===== src/rtl/code_temp_conv_pkg.sv =====
`timescale 1ns/1ps
// Shared definitions for the code-to-temperature converter.
// Holds the controller state type and the constant functions that build
// the calibration table at elaboration time.
package code_temp_conv_pkg;

    typedef enum logic [2:0] {
        ST_IDLE,
        ST_CHECK,
        ST_SEARCH,
        ST_DIV,
        ST_DONE
    } conv_state_t;

    // Calibration code of entry i; rising or falling order, padded at both ends.
    function automatic int unsigned tab_code(int i, int len, bit rising,
                                             int base, int step, int unsigned top);
        int k;
        k = i - 1;
        if (rising) begin
            if (i == 0)       return 0;
            if (i == len - 1) return top;
            return base + step * k + k / 3;
        end
        if (i == 0)       return top;
        if (i == len - 1) return base - (step * (k - 1) + (k - 1) / 3) - step;
        return base - (step * k + k / 3);
    endfunction

    // Temperature of entry i in millidegrees; end entries repeat their neighbours.
    function automatic int tab_temp(int i, int len, int tmin, int tstep);
        if (i == 0)       return tmin;
        if (i == len - 1) return tmin + tstep * (len - 3);
        return tmin + tstep * (i - 1);
    endfunction

endpackage


===== src/rtl/code_temp_table.sv =====
`timescale 1ns/1ps
// Calibration ROM for the converter.
// Returns the entry at idx and the entry just below it (idx-1) in one cycle,
// plus the lowest legal code for the range check.
// Assumes idx < LEN; index 0 reads entry 0 on both ports.
module code_temp_table #(
    parameter int CODE_W    = 16,
    parameter int MASK_BITS = 12,
    parameter bit RISING    = 1'b1,
    parameter int LEN       = 36,
    parameter int BASE_CODE = 300,
    parameter int STEP_CODE = 9,
    parameter int TEMP_MIN  = -40000,
    parameter int TEMP_STEP = 5000,
    localparam int SEL_W    = $clog2(LEN)
) (
    input  logic [SEL_W-1:0]         idx,
    output logic [CODE_W-1:0]        code_hi,
    output logic [CODE_W-1:0]        code_lo,
    output logic signed [31:0]       temp_hi,
    output logic signed [31:0]       temp_lo,
    output logic [CODE_W-1:0]        floor_code
);
    localparam int unsigned TOP_CODE = (1 << MASK_BITS) - 1;

    logic [CODE_W-1:0]  code_rom [LEN];
    logic signed [31:0] temp_rom [LEN];
    logic [SEL_W-1:0]   lo_idx;

    // Build each entry from the constant functions.
    for (genvar g = 0; g < LEN; g++) begin : g_entry
        localparam int unsigned CV = code_temp_conv_pkg::tab_code(g, LEN, RISING,
                                         BASE_CODE, STEP_CODE, TOP_CODE);
        localparam int TV = code_temp_conv_pkg::tab_temp(g, LEN, TEMP_MIN, TEMP_STEP);
        assign code_rom[g] = CODE_W'(CV);
        assign temp_rom[g] = 32'(TV);
    end

    // Two read ports: the selected entry and its lower neighbour.
    always_comb begin
        lo_idx  = (idx == '0) ? '0 : idx - SEL_W'(1);
        code_hi = code_rom[idx];
        temp_hi = temp_rom[idx];
        code_lo = code_rom[lo_idx];
        temp_lo = temp_rom[lo_idx];
    end

    // Lowest legal code: entry 1 when rising, last entry when falling.
    if (RISING) begin : g_floor_rise
        assign floor_code = code_rom[1];
    end else begin : g_floor_fall
        assign floor_code = code_rom[LEN-1];
    end

endmodule


===== src/rtl/code_temp_divu.sv =====
`timescale 1ns/1ps
// Unsigned restoring divider, one quotient bit per cycle.
// A start pulse loads the operands; after W cycles done pulses once and quo
// holds the truncated quotient. Assumes den != 0 and start only while idle.
module code_temp_divu #(
    parameter int W = 32,
    localparam int CNT_W = $clog2(W + 1)
) (
    input  logic         clk,
    input  logic         rst_n,
    input  logic         start,
    input  logic [W-1:0] num,
    input  logic [W-1:0] den,
    output logic         busy,
    output logic         done,
    output logic [W-1:0] quo
);
    logic [W-1:0]     rem;
    logic [W-1:0]     dv;
    logic [CNT_W-1:0] cnt;
    logic [W:0]       trial;
    logic             ge;

    // Shift in the next dividend bit and compare with the divisor.
    always_comb begin
        trial = {rem, quo[W-1]};
        ge    = (trial >= {1'b0, dv});
    end

    // Load on start, then one restoring step per cycle until the count ends.
    always_ff @(posedge clk) begin
        if (!rst_n) begin
            rem  <= '0;
            dv   <= '0;
            quo  <= '0;
            cnt  <= '0;
            busy <= 1'b0;
            done <= 1'b0;
        end else begin
            done <= 1'b0;
            if (start) begin
                rem  <= '0;
                quo  <= num;
                dv   <= den;
                cnt  <= CNT_W'(W);
                busy <= 1'b1;
            end else if (busy) begin
                rem  <= ge ? W'(trial - {1'b0, dv}) : trial[W-1:0];
                quo  <= {quo[W-2:0], ge};
                cnt  <= cnt - CNT_W'(1);
                if (cnt == CNT_W'(1)) begin
                    busy <= 1'b0;
                    done <= 1'b1;
                end
            end
        end
    end

    // completion only follows a busy cycle.
    a_r12_done_after_busy: assert property (@(posedge clk) disable iff (!rst_n)
        done |-> $past(busy));

    // the controller never restarts a division in flight.
    a_r11_start_idle: assert property (@(posedge clk) disable iff (!rst_n)
        start |-> !busy);

endmodule


===== src/rtl/code_temp_conv.sv =====
`timescale 1ns/1ps
// Code-to-temperature converter, top level.
// Accepts one masked sensor code, rejects codes below the table floor,
// binary-searches the calibration table for the bracketing entry pair and
// interpolates with a sequential truncating divider. One reading in flight.
// Assumes CODE_W >= MASK_BITS and a strictly monotone table.
module code_temp_conv #(
    parameter int CODE_W    = 16,
    parameter int MASK_BITS = 12,
    parameter bit RISING    = 1'b1,
    parameter int LEN       = 36,
    parameter int BASE_CODE = 300,
    parameter int STEP_CODE = 9,
    parameter int TEMP_MIN  = -40000,
    parameter int TEMP_STEP = 5000,
    parameter int DIV_W     = 32
) (
    input  logic               clk,
    input  logic               rst_n,
    input  logic               in_valid,
    output logic               in_ready,
    input  logic [CODE_W-1:0]  in_code,
    output logic               out_valid,
    input  logic               out_ready,
    output logic signed [31:0] out_temp,
    output logic               out_invalid
);
    import code_temp_conv_pkg::*;

    localparam int SEL_W   = $clog2(LEN);
    localparam int IDX_W   = SEL_W + 1;
    localparam int LAT_MAX = SEL_W + DIV_W + 2;
    localparam int TEMP_MAX = TEMP_MIN + TEMP_STEP * (LEN - 3);
    localparam logic [CODE_W-1:0] MASK_EXT = CODE_W'((1 << MASK_BITS) - 1);

    conv_state_t        state;
    logic [CODE_W-1:0]  code_q;
    logic [IDX_W-1:0]   low, high, mid;
    logic [IDX_W:0]     span_sum;
    logic [CODE_W-1:0]  code_hi, code_lo, floor_code, dcode, dspan;
    logic signed [31:0] temp_hi, temp_lo, base_temp, tdiff;
    logic               in_range, hit, go_up, reject;
    logic               div_start, div_busy, div_done;
    logic [DIV_W-1:0]   div_num, div_den, div_quo;
    logic [7:0]         lat_cnt;

    code_temp_table #(
        .CODE_W(CODE_W), .MASK_BITS(MASK_BITS), .RISING(RISING), .LEN(LEN),
        .BASE_CODE(BASE_CODE), .STEP_CODE(STEP_CODE),
        .TEMP_MIN(TEMP_MIN), .TEMP_STEP(TEMP_STEP)
    ) u_table (
        .idx(mid[SEL_W-1:0]), .code_hi(code_hi), .code_lo(code_lo),
        .temp_hi(temp_hi), .temp_lo(temp_lo), .floor_code(floor_code)
    );

    code_temp_divu #(.W(DIV_W)) u_div (
        .clk(clk), .rst_n(rst_n), .start(div_start), .num(div_num), .den(div_den),
        .busy(div_busy), .done(div_done), .quo(div_quo)
    );

    // Search decisions and interpolation operands for the current midpoint.
    always_comb begin
        span_sum = {1'b0, low} + {1'b0, high};
        mid      = span_sum[IDX_W:1];
        in_range = (low <= high);
        reject   = (code_q < floor_code);
        if (RISING) begin
            hit   = (code_q <= code_hi) && (code_q > code_lo);
            go_up = (code_q > code_hi);
            dcode = code_q - code_lo;
            dspan = code_hi - code_lo;
        end else begin
            hit   = (code_q >= code_hi) && (code_q < code_lo);
            go_up = (code_q < code_hi);
            dcode = code_lo - code_q;
            dspan = code_lo - code_hi;
        end
        tdiff     = temp_hi - temp_lo;
        div_num   = DIV_W'($unsigned(tdiff)) * DIV_W'(dcode);
        div_den   = DIV_W'(dspan);
        div_start = (state == ST_SEARCH) && in_range && hit;
        in_ready  = (state == ST_IDLE);
        out_valid = (state == ST_DONE);
    end

    // Controller: accept, range check, search step, divide, present result.
    always_ff @(posedge clk) begin
        if (!rst_n) begin
            state       <= ST_IDLE;
            code_q      <= '0;
            low         <= '0;
            high        <= '0;
            base_temp   <= '0;
            out_temp    <= '0;
            out_invalid <= 1'b0;
        end else begin
            case (state)
                ST_IDLE: if (in_valid) begin
                    code_q <= in_code & MASK_EXT;
                    low    <= IDX_W'(1);
                    high   <= IDX_W'(LEN - 1);
                    state  <= ST_CHECK;
                end
                ST_CHECK: if (reject) begin
                    out_invalid <= 1'b1;
                    out_temp    <= '0;
                    state       <= ST_DONE;
                end else begin
                    state <= ST_SEARCH;
                end
                ST_SEARCH: if (!in_range) begin
                    out_invalid <= 1'b1;
                    out_temp    <= '0;
                    state       <= ST_DONE;
                end else if (hit) begin
                    base_temp <= temp_lo;
                    state     <= ST_DIV;
                end else if (go_up) begin
                    low <= mid + IDX_W'(1);
                end else begin
                    high <= mid - IDX_W'(1);
                end
                ST_DIV: if (div_done) begin
                    out_temp    <= base_temp + $signed(32'(div_quo));
                    out_invalid <= 1'b0;
                    state       <= ST_DONE;
                end
                ST_DONE: if (out_ready) begin
                    state <= ST_IDLE;
                end
                default: state <= ST_IDLE;
            endcase
        end
    end

    // Latency monitor: edges spent between acceptance and the result.
    always_ff @(posedge clk) begin
        if (!rst_n) begin
            lat_cnt <= '0;
        end else if (state == ST_IDLE) begin
            lat_cnt <= '0;
        end else if (state != ST_DONE) begin
            lat_cnt <= lat_cnt + 8'd1;
        end
    end

    // a pending result is held steady.
    a_r10_hold: assert property (@(posedge clk) disable iff (!rst_n)
        out_valid && !out_ready |=> out_valid && $stable(out_temp) && $stable(out_invalid));

    // every rejected reading reports zero.
    a_r6_invalid_zero: assert property (@(posedge clk) disable iff (!rst_n)
        out_valid && out_invalid |-> out_temp == 0);

    // interpolated results stay inside the table span.
    a_r4_in_span: assert property (@(posedge clk) disable iff (!rst_n)
        out_valid && !out_invalid |-> (out_temp >= TEMP_MIN) && (out_temp <= TEMP_MAX));

    // an accepted reading closes the input until its result is consumed.
    a_r11_accept_once: assert property (@(posedge clk) disable iff (!rst_n)
        in_valid && in_ready |=> !in_ready);

    // search bounds never leave the searchable index range.
    a_r8_search_bounds: assert property (@(posedge clk) disable iff (!rst_n)
        state == ST_SEARCH |-> (low >= IDX_W'(1)) && (high <= IDX_W'(LEN - 1)));

    // result is presented within the latency bound.
    a_r12_latency: assert property (@(posedge clk) disable iff (!rst_n)
        out_valid |-> lat_cnt <= 8'(LAT_MAX));

endmodule


===== config.mk =====
export PLATFORM = sky130hd
export DESIGN_NAME = code_temp_conv
export DESIGN_NICKNAME = d
export VERILOG_FILES = /design/src/rtl/code_temp_conv_pkg.sv /design/src/rtl/code_temp_table.sv /design/src/rtl/code_temp_divu.sv /design/src/rtl/code_temp_conv.sv
export SDC_FILE = /design/constraint.sdc
export NUM_CORES = 1
export LEC_CHECK = 0
export BUFFER_PORTS_ARGS = -buffer_cell sky130_fd_sc_hd__buf_2
export CORE_UTILIZATION = 59
export DETAILED_ROUTE_END_ITERATION = 10
export GPL_ROUTABILITY_DRIVEN = 0
export PLACE_DENSITY = 0.73
export SETUP_SLACK_MARGIN = 0.3
export SLEW_MARGIN = 10
export SYNTH_ARGS = -nofsm -noshare
export SYNTH_HDL_FRONTEND = slang
export SYNTH_SLANG_ARGS = --single-unit

===== constraint.sdc =====
create_clock -name clk -period 17.64 [get_ports clk]
set_input_delay 0 -clock clk [delete_from_list [all_inputs] [get_ports clk]]
set_output_delay 0 -clock clk [all_outputs]
set_load 0.05 [all_outputs]

Yosys cells after proc, flatten, opt, wreduce, memory -nomap -nowiden
Memories as Yosys holds them, arrays and structs flattened.
Index checks and enable logic that the tools add are counted.
{"block": "totals", "regBits": 182, "mem_bits_ro": 6144, "in_bits": 20, "output_inout_bits": 35, "wordCells": 115, "n_memories": 4}
{"memory": "(name not given)", "depth": 64, "word_bits": 32, "read_ports": 1, "rd_clocked_by_memory_dff": 0, "write_ports": 0, "line": "code_temp_table.sv:43", "rtl": "temp_hi = temp_rom[idx];"}
{"memory": "(name not given)", "depth": 64, "word_bits": 32, "read_ports": 1, "rd_clocked_by_memory_dff": 0, "write_ports": 0, "line": "code_temp_table.sv:45", "rtl": "temp_lo = temp_rom[lo_idx];"}
{"memory": "(name not given)", "depth": 64, "word_bits": 16, "read_ports": 1, "rd_clocked_by_memory_dff": 0, "write_ports": 0, "line": "code_temp_table.sv:42", "rtl": "code_hi = code_rom[idx];"}
{"memory": "(name not given)", "depth": 64, "word_bits": 16, "read_ports": 1, "rd_clocked_by_memory_dff": 0, "write_ports": 0, "line": "code_temp_table.sv:44", "rtl": "code_lo = code_rom[lo_idx];"}
{"block": "op_classes", "add_sub_neg": 10, "mul": 1, "order_cmp": 8, "eq_ne": 15, "mux": 43, "bitwise_logic": 4, "reduce_logical": 16}
{"cell": "$mux 32", "count": 10}
{"cell": "$pmux 32 s3", "count": 1}
{"cell": "$mux 16", "count": 4}
{"cell": "$mux 7", "count": 8}
{"cell": "$ge 33x16->1", "count": 1}
{"cell": "$add 32x32->32", "count": 1}
{"cell": "$gt 12x16->1", "count": 2}
{"cell": "$mul 32x16->32", "count": 1}
{"cell": "$sub 32x16->32", "count": 1}
{"cell": "$sub 32x32->32", "count": 1}
{"cell": "$pmux 7 s2", "count": 2}
{"cell": "$mux 3", "count": 6}
{"cell": "$mux 6", "count": 3}
{"cell": "$le 12x16->1", "count": 1}
{"cell": "$sub 12x16->16", "count": 1}
{"cell": "$sub 16x16->16", "count": 1}
{"cell": "$pmux 3 s5", "count": 1}
{"cell": "$ge 7x7->1 const B", "count": 2}
{"cell": "$ne 2x2->1 const B", "count": 7}
{"cell": "$not 6->7", "count": 2}
{"cell": "$lt 12x9->1 const B", "count": 1}
{"cell": "$sub 6x1->6 const B", "count": 2}
{"cell": "$reduce_and 5->1", "count": 2}
{"cell": "$add 7x7->8", "count": 1}
{"cell": "22 further kinds", "count": 35}

Longest topological paths before layout
{"block": "logic_depth", "depth_word": 12, "mapped_depth": 54, "depth_no_buf": 51}

Hierarchy
Synthesis repeated with hierarchy kept, for this count alone.
{"block": "hier_totals", "hier_cells": 3764, "area_unflattened_um2": 29947.5}
{"mod": "code_temp_conv", "instances": 1, "cells_per_inst": 2486, "area_each_um2": 20335.8, "seq_area_each_um2": 1881.8}
{"mod": "code_temp_divu", "instances": 1, "cells_per_inst": 803, "area_each_um2": 6472.5, "seq_area_each_um2": 2082.0}
{"mod": "code_temp_table", "instances": 1, "cells_per_inst": 475, "area_each_um2": 3139.3, "seq_area_each_um2": 0.0}

Least setup slack after synthesis
No wires, ideal clock.
{"block": "synth_timing", "kind": "register to register", "startpoint": "register low[0]", "endpoint": "register u_div.quo[31]", "setup_time_ns": 0.122, "t_arrival_ns": 12.663, "required_time_ns": 17.518, "path_slack_ns": 4.855, "path_stages_with_launch": 53, "path_buffers": 7, "synth_period_minus_slack_ns": 12.785, "path_cell_list": "dfxtp_1 ha_1 fa_1 clkbuf_1 clkbuf_1 clkinv_1 ha_1 clkbuf_1 inv_1 ha_1 clkbuf_1 nor2_1 clkinv_1 clkbuf_1 ha_1 o211ai_1 a31oi_1 ha_1 [17 not listed] fa_1 inv_1 fa_1 inv_1 ha_1 a21oi_1 nand2b_1 nor4_1 o41ai_1 o21a_1 a221oi_1 nand2_1 and3_1 a2111oi_0 o21bai_1 a21oi_1 xnor2_1 a21oi_1"}
{"block": "synth_via", "elab_chain_len": 11, "elab_cells_between_ends": 29, "cone_classes": "add/sub (4); mul (1); order compare (3); mux (10); bitwise (2); reduce/logical (5); memory (4)"}
{"element": "from (decl)", "line": "code_temp_conv.sv:38", "rtl": "logic [IDX_W-1:0] low, high, mid;"}
{"element": "from (signal assigned)", "line": "code_temp_conv.sv:119", "rtl": "low <= mid + IDX_W'(1);"}
{"element": "parallel branches: the longest is 11 deep, another holds $mem_v2 64x32"}
{"element": "to (signal assigned)", "line": "code_temp_divu.sv:43", "rtl": "quo <= num;"}
{"element": "to (signal assigned)", "line": "code_temp_divu.sv:49", "rtl": "quo <= {quo[W-2:0], ge};"}
{"element": "to (decl)", "line": "code_temp_divu.sv:16", "rtl": "output logic [W-1:0] quo"}
Several ways; the timed one is not identified. The select of a mux whose other input is x is not followed.
A chain may end at the register's enable or synchronous reset.

Worst setup path after layout
{"block": "layout_timing", "startpoint": "register high[1]", "endpoint": "register u_div.quo[31]"}
{"block": "layout_via", "elab_cells_between_ends": 29, "cone_classes": "add/sub (4); mul (1); order compare (3); mux (10); bitwise (2); reduce/logical (5); memory (4)"}
{"element": "from (decl)", "line": "code_temp_conv.sv:38"}
{"element": "from (signal assigned)", "line": "code_temp_conv.sv:101", "rtl": "high <= IDX_W'(LEN - 1);"}
{"element": "from (signal assigned)", "line": "code_temp_conv.sv:121", "rtl": "high <= mid - IDX_W'(1);"}
{"element": "$add 7x7->8 (*)", "line": "code_temp_conv.sv:63", "rtl": "span_sum = {1'b0, low} + {1'b0, high};"}
{"element": "$sub 6x1->6 / $logic_not 6->1 (equally long branches)", "line": "code_temp_table.sv:41", "rtl": "lo_idx = (idx == '0) ? '0 : idx - SEL_W'(1);"}
{"element": "$mux 6 (*)", "line": "code_temp_table.sv:41"}
{"element": "$not 6->7 (implied by the code) (*)", "line": "code_temp_table.sv:45"}
{"element": "$mem_v2 64x32 (*)"}
{"element": "$mux 32 (implied by the code) (*) (2 in series)", "line": "code_temp_table.sv:45"}
{"element": "via temp_lo[3]", "line": "code_temp_conv.sv:41", "rtl": "logic signed [31:0] temp_hi, temp_lo, base_temp, tdiff;"}
{"element": "$sub 32x32->32 (*)", "line": "code_temp_conv.sv:78", "rtl": "tdiff = temp_hi - temp_lo;"}
{"element": "$mul 32x16->32 (*)", "line": "code_temp_conv.sv:79", "rtl": "div_num = DIV_W'($unsigned(tdiff)) * DIV_W'(dcode);"}
{"element": "$mux 32 (*)", "line": "code_temp_divu.sv:41", "rtl": "if (start) begin"}
The timed path passes the listed nets; every way through them passes the cells marked *. The select of a mux whose other input is x is not followed.

==> flow_summary.toml <==
[layout]
multiInputGateArea_mm2 = 0.01849
final_cells = 3552
fin_area_mm2 = 0.02531
layout_common_cells = "inv_1, nand2_1, nor2_1"
seq_area_mm2 = 0.003307
diodes = 0
layout_commonest_cell = "inv_1"
num-fill-cells = 3524
areaGrowthSynthToFinish_pct = 5.772
fin_nets = 3493
drive_gt1_share_pct = 6.013

[die]
die_x_um = 203.4
start_util_pct = 59.96
die-area_mm2 = 0.04137
io_pins = 55
fp-row-count = 73
core-area_mm2 = 0.03991
die_h_um = 203.4

[worst_setup_path]
critPathMaxFanout = 36
r2r_setup_slack_ns = 2.51
required_ns = 17.96
worstRegToRegCells = 52
crit_arrival_ns = 15.45
cp-start-kind = "flop"
worst_path_max_delay_cell = "nor2_1"
worstSetupPathType = "flop to flop"
max_stage_delay_ns = 0.81
rr_startpoint = "high[1]"
crit_end = "u_div.quo[31]"
r2r_end = "u_div.quo[31]"
cp-end-kind = "flop"
cp-startpoint = "high[1]"

[global_route]
grt_util_all_layers_pct = 32.21
gr-total-overflow = 0
grt_max_degree = 72
grt_pass1_wl_um = 107100
grt_pass1_vias = 20810
grt_antenna_before_repair = 0

[synthesis]
synth_edf_count = 0
async_reset_ff_share_pct = 0
syn_inst = 3047
yosysUniqueCellTypes = 95
netlist_area_mm2 = 0.02393
synth_ff_type = "dfxtp_1"
synth.area.top_cells = "fa_1, dfxtp_1, ha_1"
yosys.area.top_type = "fa_1"
syn_nets = 3525
ys_seq_area_share_pct = 13.80
yosys.area.top_type_share_pct = 22.25
synth.yosys.warnings = 0
synth_seq_cells = 165
syn_avg_cell_area_um2 = 7.854

[timing]
fmax_mhz = 66.08
setup_tns_ns = 0
relSlewSlack_pct = 25.89
finalMaxSlewViolations = 0
tightest_slew_ns = 1.112
min_period_ns = 15.13
skew_ns = 0.02105
fin_ws_ns = 2.506
hold_violations = 0
setup_viol = 0
fin_crit_sh_pct = 85.79
rsz0062_at_grt = "false"

[drt]
wire_per_inst_um = 18.26
drt_wl_total_um = 64840
route.detailed.drc = 0
drtPass1Iterations = 7
dr_total_vias = 21420
viasPerCell = 6.030
antenna_left = 0
drt_iter0_markers = 2167

[clocking]
cts_sinks = 165
htreeDepth = 4
insertion_delay_ns = 0.46
cts_resized = 0
cts_setup_buffers = 0
cts_tree = "built"
cts-root-buf = "clkbuf_16"
clkTransAtPathRegs_ns = 0.08
cts_buffers = 17
clockBufferDepth = 2

[placed_design]
place_ws_ns = 2.936
port_buffers = 50
place_area_mm2 = 0.02459
dp_hpwl_um = 50450
place_inst = 3507

[job]
maxCapViolCount = 0

[worst_hold_path]
hold_path.class = "input port to flop"

[status]
status = "completed"
synthesized netlist by cell type (10+ instances only):
| library cell | instances |
|---|---|
| o21ai_0 | 103 |
| and3_1 | 17 |
| o21bai_1 | 24 |
| dfxtp_1 | 165 |
| a311oi_1 | 10 |
| a21o_1 | 34 |
| buf_2 | 12 |
| a21oi_1 | 202 |
| a22oi_1 | 17 |
| a31oi_1 | 23 |
| inv_1 | 409 |
| or2_2 | 10 |
| nand2b_1 | 63 |
| nor3_1 | 47 |
| a211oi_1 | 68 |
| nor2_1 | 315 |
| nand4_1 | 15 |
| o21a_1 | 13 |
| nor4_1 | 10 |
| and2_1 | 17 |
| fa_1 | 266 |
| or3_1 | 20 |
| o211ai_1 | 24 |
| o22ai_1 | 11 |
| o311ai_0 | 12 |
| xnor2_1 | 108 |
| nor2b_1 | 29 |
| nand2_1 | 366 |
| a21boi_0 | 10 |
| xor2_1 | 42 |
| nand3_1 | 53 |
| buf_1 | 12 |
| mux2i_1 | 38 |
| ha_1 | 192 |
| clkbuf_1 | 130 |
per-stage QoR:
stage | hold slack, ns | utilization (%)
finish | 0.1351 | 63.42
detailed placement | 0.2527 | 61.60
CTS | 0.09147 | 63.42
global route | 0.1661 | 63.42
global placement | 0.2464 | 61.60
floorplan | 0.1360 | -
area by class of cell:
type                    instances  share of cell area [%]
clock buffers                  18                   1.779
clock inverters                13                  0.5388
inverters                     414                   6.144
flip-flops and latches        165                   13.06
well taps                     525                   2.595
multi-input cells            2310                   73.06
repair buffers                107                   2.817
worst max-delay path, delay by kind of cell (launching register included):
family          cells  cell delay (ns)
compound gates     20             4.76
buf+inv             8             1.09
flops               1             0.39
xor+xnor            4             1.73
simple gates        9             2.30
fa+ha+maj          11             4.68
kinds of logic after synthesis:
kind of cell / share of synthesized area [%]
buffers and inverters: 9.097
AO/OA/AOI/OAI: 18.25
AND/OR/NAND/NOR: 18.61
adder cells (fa/ha/maj): 32.29
flip-flops: 13.80
XOR/XNOR: 5.908
multiplexers: 2.039
state kept, by name, summed over array words and instances, names as in the netlist:
signal,count
low,7
u_div.cnt,6
out_temp,32
u_div.done,1
high,7
u_div.quo,32
base_temp,15
u_div.dv,16
u_div.busy,1
code_q,12
u_div.rem,32
out_invalid,1
state,3
worst min-delay path by stage:
stage                           from         to  slack (ns)  cells past startpoint
after global placement    in_code[6]  code_q[6]        0.25                      3
after detailed placement  in_code[6]  code_q[6]        0.25                      3
final                       in_valid  code_q[6]        0.14                      4
after floorplan           in_code[0]  code_q[0]        0.14                      2
after CTS                   in_valid  code_q[6]        0.09                      4
after global routing        in_valid  code_q[6]        0.17                      4
timing repair:
item,in CTS,in global routing
hold buffers,14,0
endpoints found under the hold margin,14,0
endpoints found under the setup margin,0,0
layer usage:
metal | track usage (%) | wire length, um | up-vias
met5 | 0 | 0 | -
met4 | 11.63 | 2375 | 0
met3 | 4.682 | 5047 | 176
met2 | 51.88 | 29430 | 911
met1 | 44.00 | 27990 | 10280
li1 | - | - | 10050
Power is not shown: default switching activity piles up to over one toggle a cycle in this logic, so the estimate is an artifact.
